`config.mk`:
```
export PLATFORM = sky130hd
export DESIGN_NAME = desc_ring_fetch
export DESIGN_NICKNAME = d
export VERILOG_FILES = /design/src/rtl/ring_pkg.sv /design/src/rtl/ring_ctrl.sv /design/src/rtl/ring_dpath.sv /design/src/rtl/desc_ring_fetch.sv
export SDC_FILE = /design/constraint.sdc
export NUM_CORES = 1
export LEC_CHECK = 0
export BUFFER_PORTS_ARGS = -buffer_cell sky130_fd_sc_hd__buf_2
export CAP_MARGIN = 30
export CORE_AREA = 3 3 205 207
export DETAILED_ROUTE_END_ITERATION = 6
export DIE_AREA = 0 0 208 210
export PLACE_DENSITY = 0.73
export SLEW_MARGIN = 15
export SYNTH_ARGS = -nofsm -noshare
export SYNTH_HDL_FRONTEND = slang
export SYNTH_HIERARCHICAL = 1
export SYNTH_SLANG_ARGS = --single-unit
```
`constraint.sdc`:
```
create_clock -name clk -period 11.1 [get_ports clk]
set_input_delay 1.11 -clock clk [delete_from_list [all_inputs] [get_ports clk]]
set_output_delay 1.11 -clock clk [all_outputs]
set_load 0.01 [all_outputs]
```
`src/rtl/ring_pkg.sv`:
```
package ring_pkg;
  localparam int VALID_BIT  = 31;
  localparam int DIR_BIT    = 30;
  localparam int IRQ_BIT    = 29;
  localparam int SETREG_BIT = 28;
  localparam int DESC_BYTES = 16;
  localparam int DESC_WORDS = 4;

  typedef enum logic [2:0] {
    S_IDLE, S_RDREQ, S_RDRSP, S_CHECK, S_WAIT, S_OFFER, S_EXEC, S_WB
  } fetchState_t;

  typedef struct packed {
    logic       ptrClear;
    logic       ptrAdvance;
    logic       capture;
    logic       latchExec;
    logic       timerLoad;
    logic       timerRun;
    logic       hiLoad;
    logic [1:0] wordIdx;
  } ctrlStrobes_t;
endpackage

```
`src/rtl/ring_ctrl.sv`:
```
module ring_ctrl
  import ring_pkg::*;
(
  input  logic         clk,
  input  logic         rstN,
  input  logic         cfgEnable,
  input  logic         cfgClear,
  input  logic         pollNow,
  input  logic         memReqReady,
  input  logic         memRspValid,
  input  logic         descReady,
  input  logic         execDone,
  input  logic         timerZero,
  input  logic         w0Valid,
  input  logic         w0SetReg,
  input  logic         w0Irq,
  output ctrlStrobes_t st,
  output logic         memReqValid,
  output logic         memReqWrite,
  output logic         descValid,
  output logic         irqPulse
);
  fetchState_t state, stateNext;
  logic [1:0]  wordIdx, wordIdxNext;

  always_ff @(posedge clk) begin
    if (!rstN || cfgClear) begin
      state   <= S_IDLE;
      wordIdx <= '0;
    end else begin
      state   <= stateNext;
      wordIdx <= wordIdxNext;
    end
  end

  always_comb begin
    stateNext   = state;
    wordIdxNext = wordIdx;
    st          = '0;
    st.wordIdx  = wordIdx;
    st.ptrClear = cfgClear;
    if (!cfgClear) begin
      case (state)
        S_IDLE: if (cfgEnable) begin
          stateNext   = S_RDREQ;
          wordIdxNext = '0;
        end
        S_RDREQ: if (memReqReady) stateNext = S_RDRSP;
        S_RDRSP: if (memRspValid) begin
          st.capture = 1'b1;
          if (wordIdx == 2'(DESC_WORDS - 1)) begin
            stateNext = S_CHECK;
          end else begin
            wordIdxNext = wordIdx + 2'd1;
            stateNext   = S_RDREQ;
          end
        end
        S_CHECK: begin
          wordIdxNext = '0;
          if (!w0Valid) begin
            st.timerLoad = 1'b1;
            stateNext    = S_WAIT;
          end else if (w0SetReg) begin
            st.hiLoad    = 1'b1;
            st.latchExec = 1'b1;
            stateNext    = S_WB;
          end else begin
            st.latchExec = 1'b1;
            stateNext    = S_OFFER;
          end
        end
        S_WAIT: begin
          if (!cfgEnable)                stateNext = S_IDLE;
          else if (pollNow || timerZero) stateNext = S_RDREQ;
          else                           st.timerRun = 1'b1;
        end
        S_OFFER: if (descReady) stateNext = S_EXEC;
        S_EXEC:  if (execDone)  stateNext = S_WB;
        S_WB: if (memReqReady) begin
          st.ptrAdvance = 1'b1;
          stateNext     = cfgEnable ? S_RDREQ : S_IDLE;
        end
        default: stateNext = S_IDLE;
      endcase
    end
  end

  assign memReqValid = !cfgClear && (state == S_RDREQ || state == S_WB);
  assign memReqWrite = (state == S_WB);
  assign descValid   = !cfgClear && (state == S_OFFER);
  assign irqPulse    = !cfgClear && (state == S_WB) && memReqReady && w0Irq && !w0SetReg;
endmodule

```
`src/rtl/ring_dpath.sv`:
```
module ring_dpath
  import ring_pkg::*;
#(
  parameter int TICKS_PER_MS = 125000,
  parameter int MASK_BITS    = 8,
  parameter int MS_BITS      = 10
) (
  input  logic                 clk,
  input  logic                 rstN,
  input  ctrlStrobes_t         st,
  input  logic                 memReqWrite,
  input  logic [31:0]          cfgBaseLo,
  input  logic [31:0]          cfgBaseHi,
  input  logic [MASK_BITS-1:0] cfgMaskBits,
  input  logic                 rereadWr,
  input  logic [MS_BITS-1:0]   rereadData,
  input  logic [31:0]          memRspData,
  output logic [31:0]          ringMask,
  output logic [MS_BITS-1:0]   rereadVal,
  output logic [63:0]          memReqAddr,
  output logic [31:0]          memReqWdata,
  output logic [31:0]          descCtl,
  output logic [31:0]          descBoardAddr,
  output logic [63:0]          descHostAddr,
  output logic [31:0]          boardHiToHost,
  output logic [31:0]          boardHiFromHost,
  output logic [31:0]          curReadAddr,
  output logic [31:0]          curExecAddr,
  output logic                 timerZero,
  output logic                 w0Valid,
  output logic                 w0SetReg,
  output logic                 w0Irq
);
  localparam int MASK_LSB  = 12;
  localparam int MASK_HI   = MASK_LSB + MASK_BITS;
  localparam int MAX_TICKS = TICKS_PER_MS * ((1 << MS_BITS) - 1);
  localparam int TIMER_W   = $clog2(MAX_TICKS + 1);

  logic [31:0]        ptrOff, descAddr, execQ;
  logic [MS_BITS-1:0] rereadQ;
  logic [TIMER_W-1:0] timerCnt;
  logic [31:0]        hiTo, hiFrom;
  logic [31:0]        words [DESC_WORDS];

  assign ringMask = {{(32 - MASK_HI){1'b0}}, cfgMaskBits, {MASK_LSB{1'b1}}};
  assign descAddr = cfgBaseLo | ptrOff;

  for (genvar i = 0; i < DESC_WORDS; i++) begin : g_word
    logic [31:0] wordQ;
    always_ff @(posedge clk) begin
      if (!rstN)                                  wordQ <= '0;
      else if (st.capture && st.wordIdx == 2'(i)) wordQ <= memRspData;
    end
    assign words[i] = wordQ;
  end

  always_ff @(posedge clk) begin
    if (!rstN)              ptrOff <= '0;
    else if (st.ptrClear)   ptrOff <= '0;
    else if (st.ptrAdvance) ptrOff <= (ptrOff + 32'(DESC_BYTES)) & ringMask;
  end

  always_ff @(posedge clk) begin
    if (!rstN)         rereadQ <= MS_BITS'(1);
    else if (rereadWr) rereadQ <= (rereadData == '0) ? MS_BITS'(1) : rereadData;
  end

  always_ff @(posedge clk) begin
    if (!rstN)             execQ <= '0;
    else if (st.latchExec) execQ <= descAddr;
  end

  always_ff @(posedge clk) begin
    if (!rstN)             timerCnt <= '0;
    else if (st.timerLoad) timerCnt <= TIMER_W'(rereadQ) * TIMER_W'(TICKS_PER_MS) - TIMER_W'(1);
    else if (st.timerRun)  timerCnt <= timerCnt - TIMER_W'(1);
  end

  always_ff @(posedge clk) begin
    if (!rstN) begin
      hiTo   <= '0;
      hiFrom <= '0;
    end else if (st.hiLoad) begin
      if (words[0][DIR_BIT]) hiTo   <= words[1];
      else                   hiFrom <= words[1];
    end
  end

  assign timerZero       = (timerCnt == '0);
  assign rereadVal       = rereadQ;
  assign curReadAddr     = descAddr + {28'd0, st.wordIdx, 2'b00};
  assign curExecAddr     = execQ;
  assign memReqAddr      = {cfgBaseHi, memReqWrite ? execQ : curReadAddr};
  assign memReqWdata     = words[0] & ~(32'd1 << VALID_BIT);
  assign descCtl         = words[0];
  assign descBoardAddr   = words[1];
  assign descHostAddr    = {words[3], words[2][31:2], 2'b00};
  assign boardHiToHost   = hiTo;
  assign boardHiFromHost = hiFrom;
  assign w0Valid         = words[0][VALID_BIT];
  assign w0SetReg        = words[0][SETREG_BIT];
  assign w0Irq           = words[0][IRQ_BIT];
endmodule

```
`src/rtl/desc_ring_fetch.sv`:
```
module desc_ring_fetch
  import ring_pkg::*;
#(
  parameter int TICKS_PER_MS = 125000,
  parameter int MASK_BITS    = 8,
  parameter int MS_BITS      = 10
) (
  input  logic                 clk,
  input  logic                 rstN,
  input  logic [31:0]          cfgBaseLo,
  input  logic [31:0]          cfgBaseHi,
  input  logic [MASK_BITS-1:0] cfgMaskBits,
  output logic [31:0]          ringMask,
  input  logic                 rereadWr,
  input  logic [MS_BITS-1:0]   rereadData,
  output logic [MS_BITS-1:0]   rereadVal,
  input  logic                 cfgEnable,
  input  logic                 cfgClear,
  input  logic                 pollNow,
  output logic                 memReqValid,
  input  logic                 memReqReady,
  output logic                 memReqWrite,
  output logic [63:0]          memReqAddr,
  output logic [31:0]          memReqWdata,
  input  logic                 memRspValid,
  input  logic [31:0]          memRspData,
  output logic                 descValid,
  input  logic                 descReady,
  output logic [31:0]          descCtl,
  output logic [31:0]          descBoardAddr,
  output logic [63:0]          descHostAddr,
  input  logic                 execDone,
  output logic                 irqPulse,
  output logic [31:0]          boardHiToHost,
  output logic [31:0]          boardHiFromHost,
  output logic [31:0]          curReadAddr,
  output logic [31:0]          curExecAddr
);
  ctrlStrobes_t st;
  logic timerZero, w0Valid, w0SetReg, w0Irq;

  ring_ctrl u_ctrl (
    .clk(clk), .rstN(rstN), .cfgEnable(cfgEnable), .cfgClear(cfgClear),
    .pollNow(pollNow), .memReqReady(memReqReady), .memRspValid(memRspValid),
    .descReady(descReady), .execDone(execDone), .timerZero(timerZero),
    .w0Valid(w0Valid), .w0SetReg(w0SetReg), .w0Irq(w0Irq), .st(st),
    .memReqValid(memReqValid), .memReqWrite(memReqWrite),
    .descValid(descValid), .irqPulse(irqPulse)
  );

  ring_dpath #(
    .TICKS_PER_MS(TICKS_PER_MS), .MASK_BITS(MASK_BITS), .MS_BITS(MS_BITS)
  ) u_dpath (
    .clk(clk), .rstN(rstN), .st(st), .memReqWrite(memReqWrite),
    .cfgBaseLo(cfgBaseLo), .cfgBaseHi(cfgBaseHi), .cfgMaskBits(cfgMaskBits),
    .rereadWr(rereadWr), .rereadData(rereadData), .memRspData(memRspData),
    .ringMask(ringMask), .rereadVal(rereadVal), .memReqAddr(memReqAddr),
    .memReqWdata(memReqWdata), .descCtl(descCtl), .descBoardAddr(descBoardAddr),
    .descHostAddr(descHostAddr), .boardHiToHost(boardHiToHost),
    .boardHiFromHost(boardHiFromHost), .curReadAddr(curReadAddr),
    .curExecAddr(curExecAddr), .timerZero(timerZero), .w0Valid(w0Valid),
    .w0SetReg(w0SetReg), .w0Irq(w0Irq)
  );
endmodule

```
==> run_results.csv, run 1 <==
group,metric,value,unit
global_route,antenna_found_initial,1,
drt,routed_wirelength,49100,µm
final_layout,fin_util,45.33,%
final_layout,fillers,3924,
drt,drtIter0Drc,1149,
drt,dr.pass1.iters,5,
run_status,status,"complete, no violations",
logic_synthesis,synth_cell_types,79,
floorplan,dieArea,43680,µm²
clock_tree,clk_latency,580,ps
power_and_ir_drop,p_int,1.806,mW
power_and_ir_drop,seq_power_share,39.7,%
power_and_ir_drop,p_sw_share,29.27,%
floorplan,die_h,210,µm
drt,ant_nets,0,
power_and_ir_drop,pwr-share-clk,40.5,%
floorplan,core,40550,µm²
critical_path,critical_path_required,11610,ps
timing,slew_headroom,37.50,%
floorplan,die_w,208,µm
placement,place_hpwl,36610,µm
timing,drv_slew,0,
logic_synthesis,synth_ff_type,"dfxtp_1",
hold_path,worst_hold_path_type,"reg2reg",
final_layout,synthToLayoutAreaGrowth,18.94,%
power_and_ir_drop,ir_drop,0.0001243,V
drt,wl_per_cell,17.81,µm
floorplan,io_pins,522,
logic_synthesis,syn_area_per_cell,8.130,µm²
clock_tree,cts_buffers,31,
final_layout,drive_gt1_share,25.40,%
placement,routabilityCongestion,0.8843,
logic_synthesis,async_reset_ff_share,0,%
critical_path,start_kind,"flip-flop",
drt,viasPerCell,5.178,
logic_synthesis,syn-cell-area,15450,µm²
clock_tree,cts_sinks,280,
clock_tree,cts_resized,0,
final_layout,nets,2431,
clock_tree,cts_buffer_depth,3,
logic_synthesis,synth_edf_count,0,
critical_path,regToRegSetupSlack,5690,ps
global_route,overflow,0,
critical_path,reg2reg_depth,16,
logic_synthesis,yosys_warnings,6,
floorplan,rows,74,
timing,final.setup.tns,0,ps
timing,fin_crit,5413,ps
drt,drc,0,
hold_path,hold_start,"u_dpath/g_word[3].wordQ[27]$_SDFFE_PN0P_",
power_and_ir_drop,powerDensity,138.9,nW/µm²
clock_tree,tritoncts,"built",
critical_path,cp_data_arrival_time,5920,ps
job,cap_violations,0,
clock_tree,htreeDepth,1,
critical_path,end_kind,"flip-flop",
clock_tree,post-cts-setup-buffer-count,0,
logic_synthesis,syn_inst,1901,
critical_path,path_class,"reg2reg",
power_and_ir_drop,power_switching,0.7476,mW
timing,rsz0062_at_grt,"no",
logic_synthesis,synth_seq_area_share,36.27,%
clock_tree,clkSlewWorstSetupHoldPaths,60,ps
hold_path,holdPathStages,2,
power_and_ir_drop,p_leak,8.179,nW
global_route,grt_pass1_wl,74300,µm
timing,finalCritPeriodShare,48.77,%
floorplan,initial_core_util,38.11,%
critical_path,cp_max_fo,9,
global_route,grt_use_total,20.83,%
hold_path,hold-path-endpoint,"u_dpath/g_word[3].wordQ[27]$_SDFFE_PN0P_",
timing,setup_violations,0,
logic_synthesis,ys_ff_latch,280,
timing,max_slew.worst_pin.slew,929.0,ps
drt,vias,14277,
timing,hold_violations,0,
global_route,grt_max_degree,166,
critical_path,r2r-end,"u_dpath/timerCnt[26]$_SDFFE_PN0P_",
placement,portBuffers,430,
global_route,first_global_vias,13158,
timing,fmax,184.7,MHz
clock_tree,root_buffer,"clkbuf_16",
power_and_ir_drop,comb_power_share,19.7,%
timing,skew,11.46,ps
clock_tree,postCtsHoldBufs,0,
critical_path,r2r-start,"u_dpath/rereadVal[2]$_SDFFE_PN0P_",
-- per-stage QoR --
step           setup WS, ps  hold WS (ps)  total power [mW]  cells  cell area (µm²)
2_1_floorplan          6080         457.3             1.429   1926            15550
4_1_cts                5650         451.7             2.578   2755            18350
3_3_place_gp           5852         438.3             1.529   2697            17310
6_report               5687         450.9             2.554   2757            18380
3_5_place_dp           5692         443.1             1.534   2698            17320
5_1_grt                5406         468.2             2.682   2757            18380
-- cell families (layout without fill, tap and decap cells) --
group                      after synthesis  count (layout)  synth area share (%)
muxes                                   65              65                 4.485
DFF                                    280             280                 36.27
other                                    2              28               0.04859
and+or+nand+nor                        743             743                 21.70
AOI/OAI and AO/OA                      338             338                 13.04
xor gates and xnor gates                90              90                 5.100
buffers and inverters                  276             574                 9.432
adders and majority gates              107             107                 9.926
-- flip-flops by register name, indices dropped and copies added (netlist names) --
name                     flops
u_dpath/descCtl             32
u_dpath/ptrOff              16
u_dpath/boardHiToHost       32
u_dpath/boardHiFromHost     32
u_dpath/timerCnt            27
u_ctrl/state                 3
u_dpath/descBoardAddr       32
u_dpath/curExecAddr         32
u_ctrl/wordIdx               2
u_dpath/g_word.wordQ        62
u_dpath/rereadVal           10
-- layout by cell type, fill, tap and decap left out, drive strengths merged, types with 8 or more instances in the layout --
cell type    n
nor2       127
inv         69
xor2        41
nor2b       16
xnor2       49
dfxtp      280
conb        27
nor4        24
mux2        34
or3         10
a211oi      35
nand2b       9
nand2      426
ha          81
nand3       29
clkbuf      48
o21ai       23
nor3        27
nand4       14
mux2i       31
fa          26
a21o        10
and2         8
a21oi      215
and3        16
buf        448
-- Yosys cell counts, drive strengths merged, types with 5 or more instances --
| master | count | area (µm²) |
|---|---|---|
| buf | 124 | 887.1 |
| clkbuf | 83 | 311.6 |
| nand2b | 9 | 56.30 |
| inv | 68 | 255.2 |
| o211ai | 6 | 45.04 |
| nand2 | 426 | 1599 |
| nand3 | 29 | 145.1 |
| a21oi | 215 | 1076 |
| nor2 | 127 | 476.7 |
| nand3b | 5 | 37.54 |
| a211oi | 35 | 272.8 |
| mux2i | 31 | 310.3 |
| nor3 | 27 | 145.1 |
| fa | 26 | 520.5 |
| o21ai | 23 | 115.1 |
| nor2b | 16 | 105.1 |
| and4 | 7 | 63.81 |
| nor3b | 6 | 50.05 |
| or3 | 10 | 62.56 |
| ha | 81 | 1013 |
| and2 | 8 | 52.55 |
| or4 | 5 | 45.04 |
| or2 | 5 | 31.28 |
| xor2 | 41 | 359.1 |
| xnor2 | 49 | 429.2 |
| nor4 | 24 | 198.9 |
| dfxtp | 280 | 5605 |
| nand4 | 14 | 87.58 |
| mux2 | 34 | 382.9 |
| a21o | 10 | 75.07 |
| and3 | 16 | 100.1 |
-- routing by layer --
layer	GRT usage [%]	share of wire, %	up-vias	wire length [µm]
met2	35.90	48	622	23760
met1	26.37	41	6712	20350
li1	-	-	6875	-
met5	0	0	-	0
met3	4.197	7.2	68	3537
met4	6.650	2.9	0	1443
-- final cells by class --
| class | count | area, µm² | area share (%) |
|---|---|---|---|
| timing repair buffer | 448 | 2305 | 12.54 |
| tap | 532 | 665.6 | 3.621 |
| clock buffer | 48 | 939.7 | 5.112 |
| antenna | 1 | 2.502 | 0.01361 |
| multi-input combinational | 1370 | 8503 | 46.26 |
| clock inverter | 9 | 95.09 | 0.5173 |
| inverter | 69 | 266.5 | 1.450 |
| sequential | 280 | 5605 | 30.49 |
-- worst max-delay path: stages, from the launching register on --
cell and delay [ps]:
dfxtp_1 540, fa_1 510, ha_1 320, fa_1 480, inv_1 50, fa_1 500, fa_1 510, inv_1 40
ha_1 400, and4b_1 320, nand4_1 110, o211ai_1 340, nor3_1 110, o221ai_1 510, nor2_1 120, a2111o_1 390
nand3_1 80
-- worst max path at each step --
stage                                       from  cells after the start                                 to
4_1_cts        u_dpath/rereadVal[2]$_SDFFE_PN0P_                     16  u_dpath/timerCnt[26]$_SDFFE_PN0P_
6_report       u_dpath/rereadVal[2]$_SDFFE_PN0P_                     16  u_dpath/timerCnt[26]$_SDFFE_PN0P_
5_1_grt        u_dpath/rereadVal[2]$_SDFFE_PN0P_                     16  u_dpath/timerCnt[26]$_SDFFE_PN0P_
3_5_place_dp   u_dpath/rereadVal[2]$_SDFFE_PN0P_                     16  u_dpath/timerCnt[25]$_SDFFE_PN0P_
2_1_floorplan  u_dpath/rereadVal[3]$_SDFFE_PN0P_                     16  u_dpath/timerCnt[25]$_SDFFE_PN0P_
3_3_place_gp   u_dpath/rereadVal[3]$_SDFFE_PN0P_                     16  u_dpath/timerCnt[25]$_SDFFE_PN0P_
-- power groups by stage --
stage | registers, mW | logic, mW | clock network, mW
floorplan | 1.04 | 0.393 | 0
CTS | 1.01 | 0.502 | 1.06
global placement | 1.04 | 0.493 | 0
global route | 1.02 | 0.566 | 1.10
finish | 1.01 | 0.504 | 1.04
detailed placement | 1.04 | 0.497 | 0
(Power assumes the default switching activity.)
==> run 2: changes to the inputs <==
Settings changed: CORE_AREA 3 3 205 207 to 3 3 200 202, DIE_AREA 0 0 208 210 to 0 0 203 205, PLACE_DENSITY 0.73 to 0.76.
Clock period 11.1 ns to 5.2 ns, I/O delays scaled along.
==> run_results.csv, run 2 (synthesis results as in run 1) <==
group,metric,value,unit
critical_path,cp_max_fo,5,
drt,viasPerCell,5.230,
critical_path,reg2reg_depth,16,
floorplan,rows,72,
clock_tree,htreeDepth,1,
floorplan,initial_core_util,40.18,%
clock_tree,cts_sinks,280,
clock_tree,cts_buffers,30,
timing,fin_crit,4965,ps
critical_path,r2r-end,"u_dpath/timerCnt[24]$_SDFFE_PN0P_",
critical_path,end_kind,"flip-flop",
final_layout,mostFrequentLayoutCells,"buf_2 (430), nand2_1 (426), dfxtp_1 (278)",
critical_path,r2r-start,"u_dpath/rereadVal[1]$_SDFFE_PN0P_",
timing,setup_violations,0,
placement,routabilityCongestion,0.8869,
final_layout,layout_commonest_cell,"buf_2",
timing,skew,27.40,ps
floorplan,die_w,203,µm
timing,drv_slew,0,
timing,max_slew.worst_pin.slew,880.9,ps
placement,portBuffers,430,
final_layout,fillers,3679,
job,cap_violations,0,
final_layout,largest_register_ffs,62,
timing,whs,201.6,ps
floorplan,io_pins,522,
final_layout,drive_gt1_share,26.55,%
critical_path,critical_path_required,5680,ps
final_layout,regMostFlops,"u_dpath/g_word.wordQ",
drt,wl_per_cell,17.96,µm
timing,hold_violations,0,
hold_path,holdPathStages,3,
drt,drtIter0Drc,948,
floorplan,die_h,205,µm
global_route,overflow,0,
clock_tree,clkSlewWorstSetupHoldPaths,60,ps
global_route,grt_use_total,22.04,%
run_status,status,"complete, no violations",
placement,place_hpwl,37810,µm
timing,finalCritPeriodShare,95.48,%
hold_path,worst_hold_path_type,"in2reg",
global_route,grt_pass1_wl,73280,µm
drt,ant_nets,0,
clock_tree,postCtsHoldBufs,0,
timing,fmax,201.4,MHz
floorplan,dieArea,41620,µm²
critical_path,regToRegSetupSlack,240,ps
clock_tree,cts_buffer_depth,3,
power_and_ir_drop,p_leak,8.334,nW
drt,dr.pass1.iters,5,
clock_tree,root_buffer,"clkbuf_16",
final_layout,nets,2448,
floorplan,core,38470,µm²
drt,drc,0,
timing,slew_headroom,41.28,%
hold_path,hold-path-endpoint,"u_dpath/ptrOff[15]$_SDFFE_PP0P_",
timing,rsz0062_at_grt,"yes",
power_and_ir_drop,powerDensity,304.7,nW/µm²
drt,vias,14455,
global_route,first_global_vias,13378,
critical_path,cp_data_arrival_time,5450,ps
final_layout,instances_no_fill,2764,
final_layout,regArea,5608,µm²
global_route,antenna_found_initial,6,
final_layout,multi_input_area,8548,µm²
critical_path,path_class,"reg2reg",
critical_path,start_kind,"flip-flop",
global_route,grt_max_degree,170,
clock_tree,clk_latency,580,ps
hold_path,hold_start,"cfgMaskBits[3]",
placement,dp.cells,2698,
clock_tree,tritoncts,"built",
final_layout,synthToLayoutAreaGrowth,20.73,%
drt,routed_wirelength,49650,µm
power_and_ir_drop,ir_drop,0.0002292,V
## run 2: changes by cell type in the layout (fill, tap and decap cells not counted), moves of 2 or more
cell	change
bufinv_16	+5
clkbuf_1	-3
dfxtp_2	+2
nor4_1	-2
diode_2	+4
nor3_1	-2
nor4_2	+2
buf_4	+18
dfxtp_1	-2
clkbuf_8	-4
## run 2: how the worst max path moves through the flow
stage	from	end	slack [ps]	cells after the start
2_1_floorplan	u_dpath/rereadVal[3]$_SDFFE_PN0P_	u_dpath/timerCnt[25]$_SDFFE_PN0P_	180	16
3_3_place_gp	u_dpath/rereadVal[1]$_SDFFE_PN0P_	u_dpath/timerCnt[26]$_SDFFE_PN0P_	190	16
3_5_place_dp	u_dpath/rereadVal[1]$_SDFFE_PN0P_	u_dpath/timerCnt[26]$_SDFFE_PN0P_	130	16
4_1_cts	u_dpath/rereadVal[1]$_SDFFE_PN0P_	u_dpath/timerCnt[26]$_SDFFE_PN0P_	100	16
5_1_grt	u_dpath/rereadVal[1]$_SDFFE_PN0P_	u_dpath/timerCnt[24]$_SDFFE_PN0P_	-30	17
6_report	u_dpath/rereadVal[1]$_SDFFE_PN0P_	u_dpath/timerCnt[24]$_SDFFE_PN0P_	240	16
## run 2: area by class of cell
class / instances / area share, %
diodes: 5 / 0.06706
clock inverters: 16 / 1.482
clock buffers: 40 / 4.547
inverters: 69 / 1.428
flip-flops and latches: 280 / 30.06
well taps: 518 / 3.474
repair buffers: 466 / 13.13
multi-input cells: 1370 / 45.82
## run 2: what timing repair did
action,in CTS,in global routing
endpoints found under the setup margin,0,5
buffers inserted,0,3
resized for setup,0,11
## run 2: worst max-delay path: stages, from the launching register on
cell and delay (ps):
dfxtp_1 330, fa_1 510, ha_1 330, fa_1 490
inv_1 50, fa_1 490, fa_1 510, inv_1 40
ha_1 330, and4b_2 260, nand3_1 180, nor3_2 80
or3_1 370, a2bb2o_2 300, nor4_4 300, xnor2_1 110
a211oi_2 200
## run 2: layer usage
metal	vias to the layer above	global-route usage [%]	share of wire [%]
met5	-	0	0.024
met4	2	10.49	4.5
met3	117	4.910	8.3
met2	687	36.61	47
met1	6735	27.20	40
li1	6914	-	-
## run 2: where the power goes
group	internal, mW	switching (mW)
sequential	2.15	0.00852
clock	1.46	0.915
combinational	0.452	0.703
total	4.06	1.63
## run 2: through the flow
| stage | TNS, ps | worst slack [ps] | power, mW | instance area (µm²) | utilization [%] |
|---|---|---|---|---|---|
| 2_1_floorplan | 0 | 180.5 | 3.050 | 15550 | - |
| 3_3_place_gp | 0 | 189.4 | 3.299 | 17410 | 45.25 |
| 3_5_place_dp | 0 | 127.5 | 3.314 | 17410 | 45.25 |
| 4_1_cts | 0 | 98.25 | 5.696 | 18530 | 48.18 |
| 5_1_grt | -73.59 | -30.88 | 5.946 | 18660 | 48.50 |
| 6_report | 0 | 235.2 | 5.685 | 18660 | 48.50 |
==> run 3: changes to the inputs <==
Settings changed: CELL_PAD_IN_SITES_DETAIL_PLACEMENT set to 0, CELL_PAD_IN_SITES_GLOBAL_PLACEMENT set to 1, CORE_AREA 3 3 200 202 to 3 3 149 296, DIE_AREA 0 0 203 205 to 0 0 152 299, PLACE_DENSITY 0.76 to 0.91.
==> run_results.csv, run 3 (synthesis results as in run 1) <==
group,metric,value,unit
global_route,antenna_found_initial,9,
clock_tree,cts_buffers,27,
critical_path,reg2reg_depth,17,
drt,drtIter0Drc,646,
job,cap_violations,0,
timing,drv_slew,0,
global_route,overflow,0,
timing,fmax,201.6,MHz
run_status,status,"complete, no violations",
clock_tree,cts_buffer_depth,3,
critical_path,end_kind,"flip-flop",
final_layout,drive_gt1_share,26.74,%
global_route,grt_use_met1,22.47,%
floorplan,die_w,152,µm
clock_tree,clk_latency,550,ps
global_route,use_met3,4.420,%
hold_path,hold-path-endpoint,"u_dpath/curExecAddr[1]$_SDFFE_PN0P_",
floorplan,rows,106,
final_layout,layout_commonest_cell,"buf_2",
clock_tree,htreeDepth,1,
global_route,grt_use_total,22.02,%
critical_path,r2r-end,"u_dpath/timerCnt[26]$_SDFFE_PN0P_",
clock_tree,root_buffer,"clkbuf_16",
final_layout,nets,2449,
critical_path,start_kind,"flip-flop",
timing,rsz0062_at_grt,"yes",
clock_tree,cts_sinks,280,
floorplan,die_h,299,µm
floorplan,initial_core_util,36.88,%
critical_path,path_class,"reg2reg",
timing,skew,24.88,ps
floorplan,dieArea,45450,µm²
power_and_ir_drop,ir_drop,0.0002070,V
critical_path,r2r-start,"u_dpath/rereadVal[1]$_SDFFE_PN0P_",
clock_tree,clkSlewWorstSetupHoldPaths,70,ps
final_layout,multi_input_area,8618,µm²
clock_tree,tritoncts,"built",
final_layout,fin_util,44.37,%
placement,dp_slack,14.57,ps
hold_path,holdPathStages,3,
drt,dr.pass1.iters,5,
final_layout,regArea,5605,µm²
timing,finalCritPeriodShare,95.38,%
floorplan,io_pins,522,
timing,slew_headroom,39.24,%
global_route,grt_pass1_wl,80470,µm
final_layout,fillers,4229,
drt,routed_wirelength,53330,µm
hold_path,worst_hold_path_type,"in2reg",
global_route,top_usage_layer,"met2",
timing,post-route-worst-setup-slack,240.1,ps
placement,portBuffers,430,
placement,place_hpwl,42300,µm
global_route,grt_max_degree,182,
power_and_ir_drop,powerDensity,293.1,nW/µm²
critical_path,regToRegSetupSlack,240,ps
critical_path,cp_data_arrival_time,5450,ps
timing,fin_crit,4960,ps
drt,drc,0,
drt,wl_per_cell,19.17,µm
final_layout,regMostFlops,"u_dpath/g_word.wordQ",
timing,max_slew.worst_pin.slew,911.4,ps
floorplan,core,41910,µm²
timing,setup_violations,0,
drt,ant_nets,0,
power_and_ir_drop,p_leak,8.267,nW
drt,viasPerCell,5.166,
final_layout,largest_register_ffs,62,
critical_path,critical_path_required,5690,ps
placement,routabilityCongestion,0.9148,
drt,vias,14367,
final_layout,mostFrequentLayoutCells,"buf_2 (430), nand2_1 (425), dfxtp_1 (280)",
global_route,first_global_vias,14195,
timing,hold_violations,0,
hold_path,hold_start,"cfgBaseLo[1]",
final_layout,synthToLayoutAreaGrowth,20.31,%
clock_tree,postCtsHoldBufs,0,
critical_path,cp_max_fo,6,
global_route,grt_use_met2,42.28,%
## run 3: through the flow
step / cells / instance area, µm² / hold slack, ps / power [mW] / setup TNS [ps]
floorplan: 1926 / 15550 / 457.3 / 3.050 / 0
global placement: 2725 / 17470 / 439.2 / 3.340 / 0
detailed placement: 2725 / 17470 / 443.5 / 3.354 / 0
CTS: 2772 / 18400 / 208.6 / 5.425 / 0
global route: 2779 / 18590 / 228.8 / 5.713 / -48.03
finish: 2781 / 18590 / 240.3 / 5.450 / 0
## run 3: how the worst max path moves through the flow
stage,startpoint,end,slack (ps),cells after the start
2_1_floorplan,u_dpath/rereadVal[3]$_SDFFE_PN0P_,u_dpath/timerCnt[25]$_SDFFE_PN0P_,180,16
3_3_place_gp,u_dpath/rereadVal[1]$_SDFFE_PN0P_,u_dpath/timerCnt[26]$_SDFFE_PN0P_,100,16
3_5_place_dp,u_dpath/rereadVal[1]$_SDFFE_PN0P_,u_dpath/timerCnt[26]$_SDFFE_PN0P_,10,16
4_1_cts,u_dpath/rereadVal[1]$_SDFFE_PN0P_,u_dpath/timerCnt[26]$_SDFFE_PN0P_,20,16
5_1_grt,u_dpath/rereadVal[1]$_SDFFE_PN0P_,u_dpath/timerCnt[26]$_SDFFE_PN0P_,-30,17
6_report,u_dpath/rereadVal[1]$_SDFFE_PN0P_,u_dpath/timerCnt[26]$_SDFFE_PN0P_,240,17
## run 3: timing repair
action / in CTS / in global routing
setup endpoints to repair: 0 / 8
setup buffers: 0 / 2
resized for setup: 0 / 24
## run 3: per-layer routing
metal / wire length (µm) / vias up / share of wire, %
met5: 7 / - / 0.013
met4: 2497 / 2 / 4.7
met3: 3729 / 117 / 7.0
met2: 28350 / 606 / 53
met1: 18740 / 6742 / 35
li1: - / 6900 / -
## run 3: area by class of cell
| cell class | instances | share of cell area, % |
|---|---|---|
| Multi-Input combinational cell | 1370 | 46.35 |
| Sequential cell | 280 | 30.15 |
| Timing Repair Buffer | 470 | 13.40 |
| Clock buffer | 37 | 4.105 |
| Tap cell | 540 | 3.634 |
| Inverter | 69 | 1.433 |
| Clock inverter | 10 | 0.8613 |
| Antenna cell | 5 | 0.06729 |
## run 3: worst max-delay path, cell delays in order (launching register included)
cell and delay (ps):
dfxtp_1 330, fa_1 510, ha_1 320, fa_1 480, inv_1 50, fa_1 500
fa_1 510, inv_1 40, ha_2 360, and4b_2 290, nand4_1 100, o211ai_1 240
buf_4 190, nor4_1 60, a311oi_2 320, nor4_4 90, a2111o_1 420, nand3_1 80
## run 3: power by group
group	switching (mW)	leakage (nW)	internal [mW]
Sequential	0.00660	2.26	2.15
Clock	0.873	0.447	1.19
Combinational	0.749	5.56	0.485
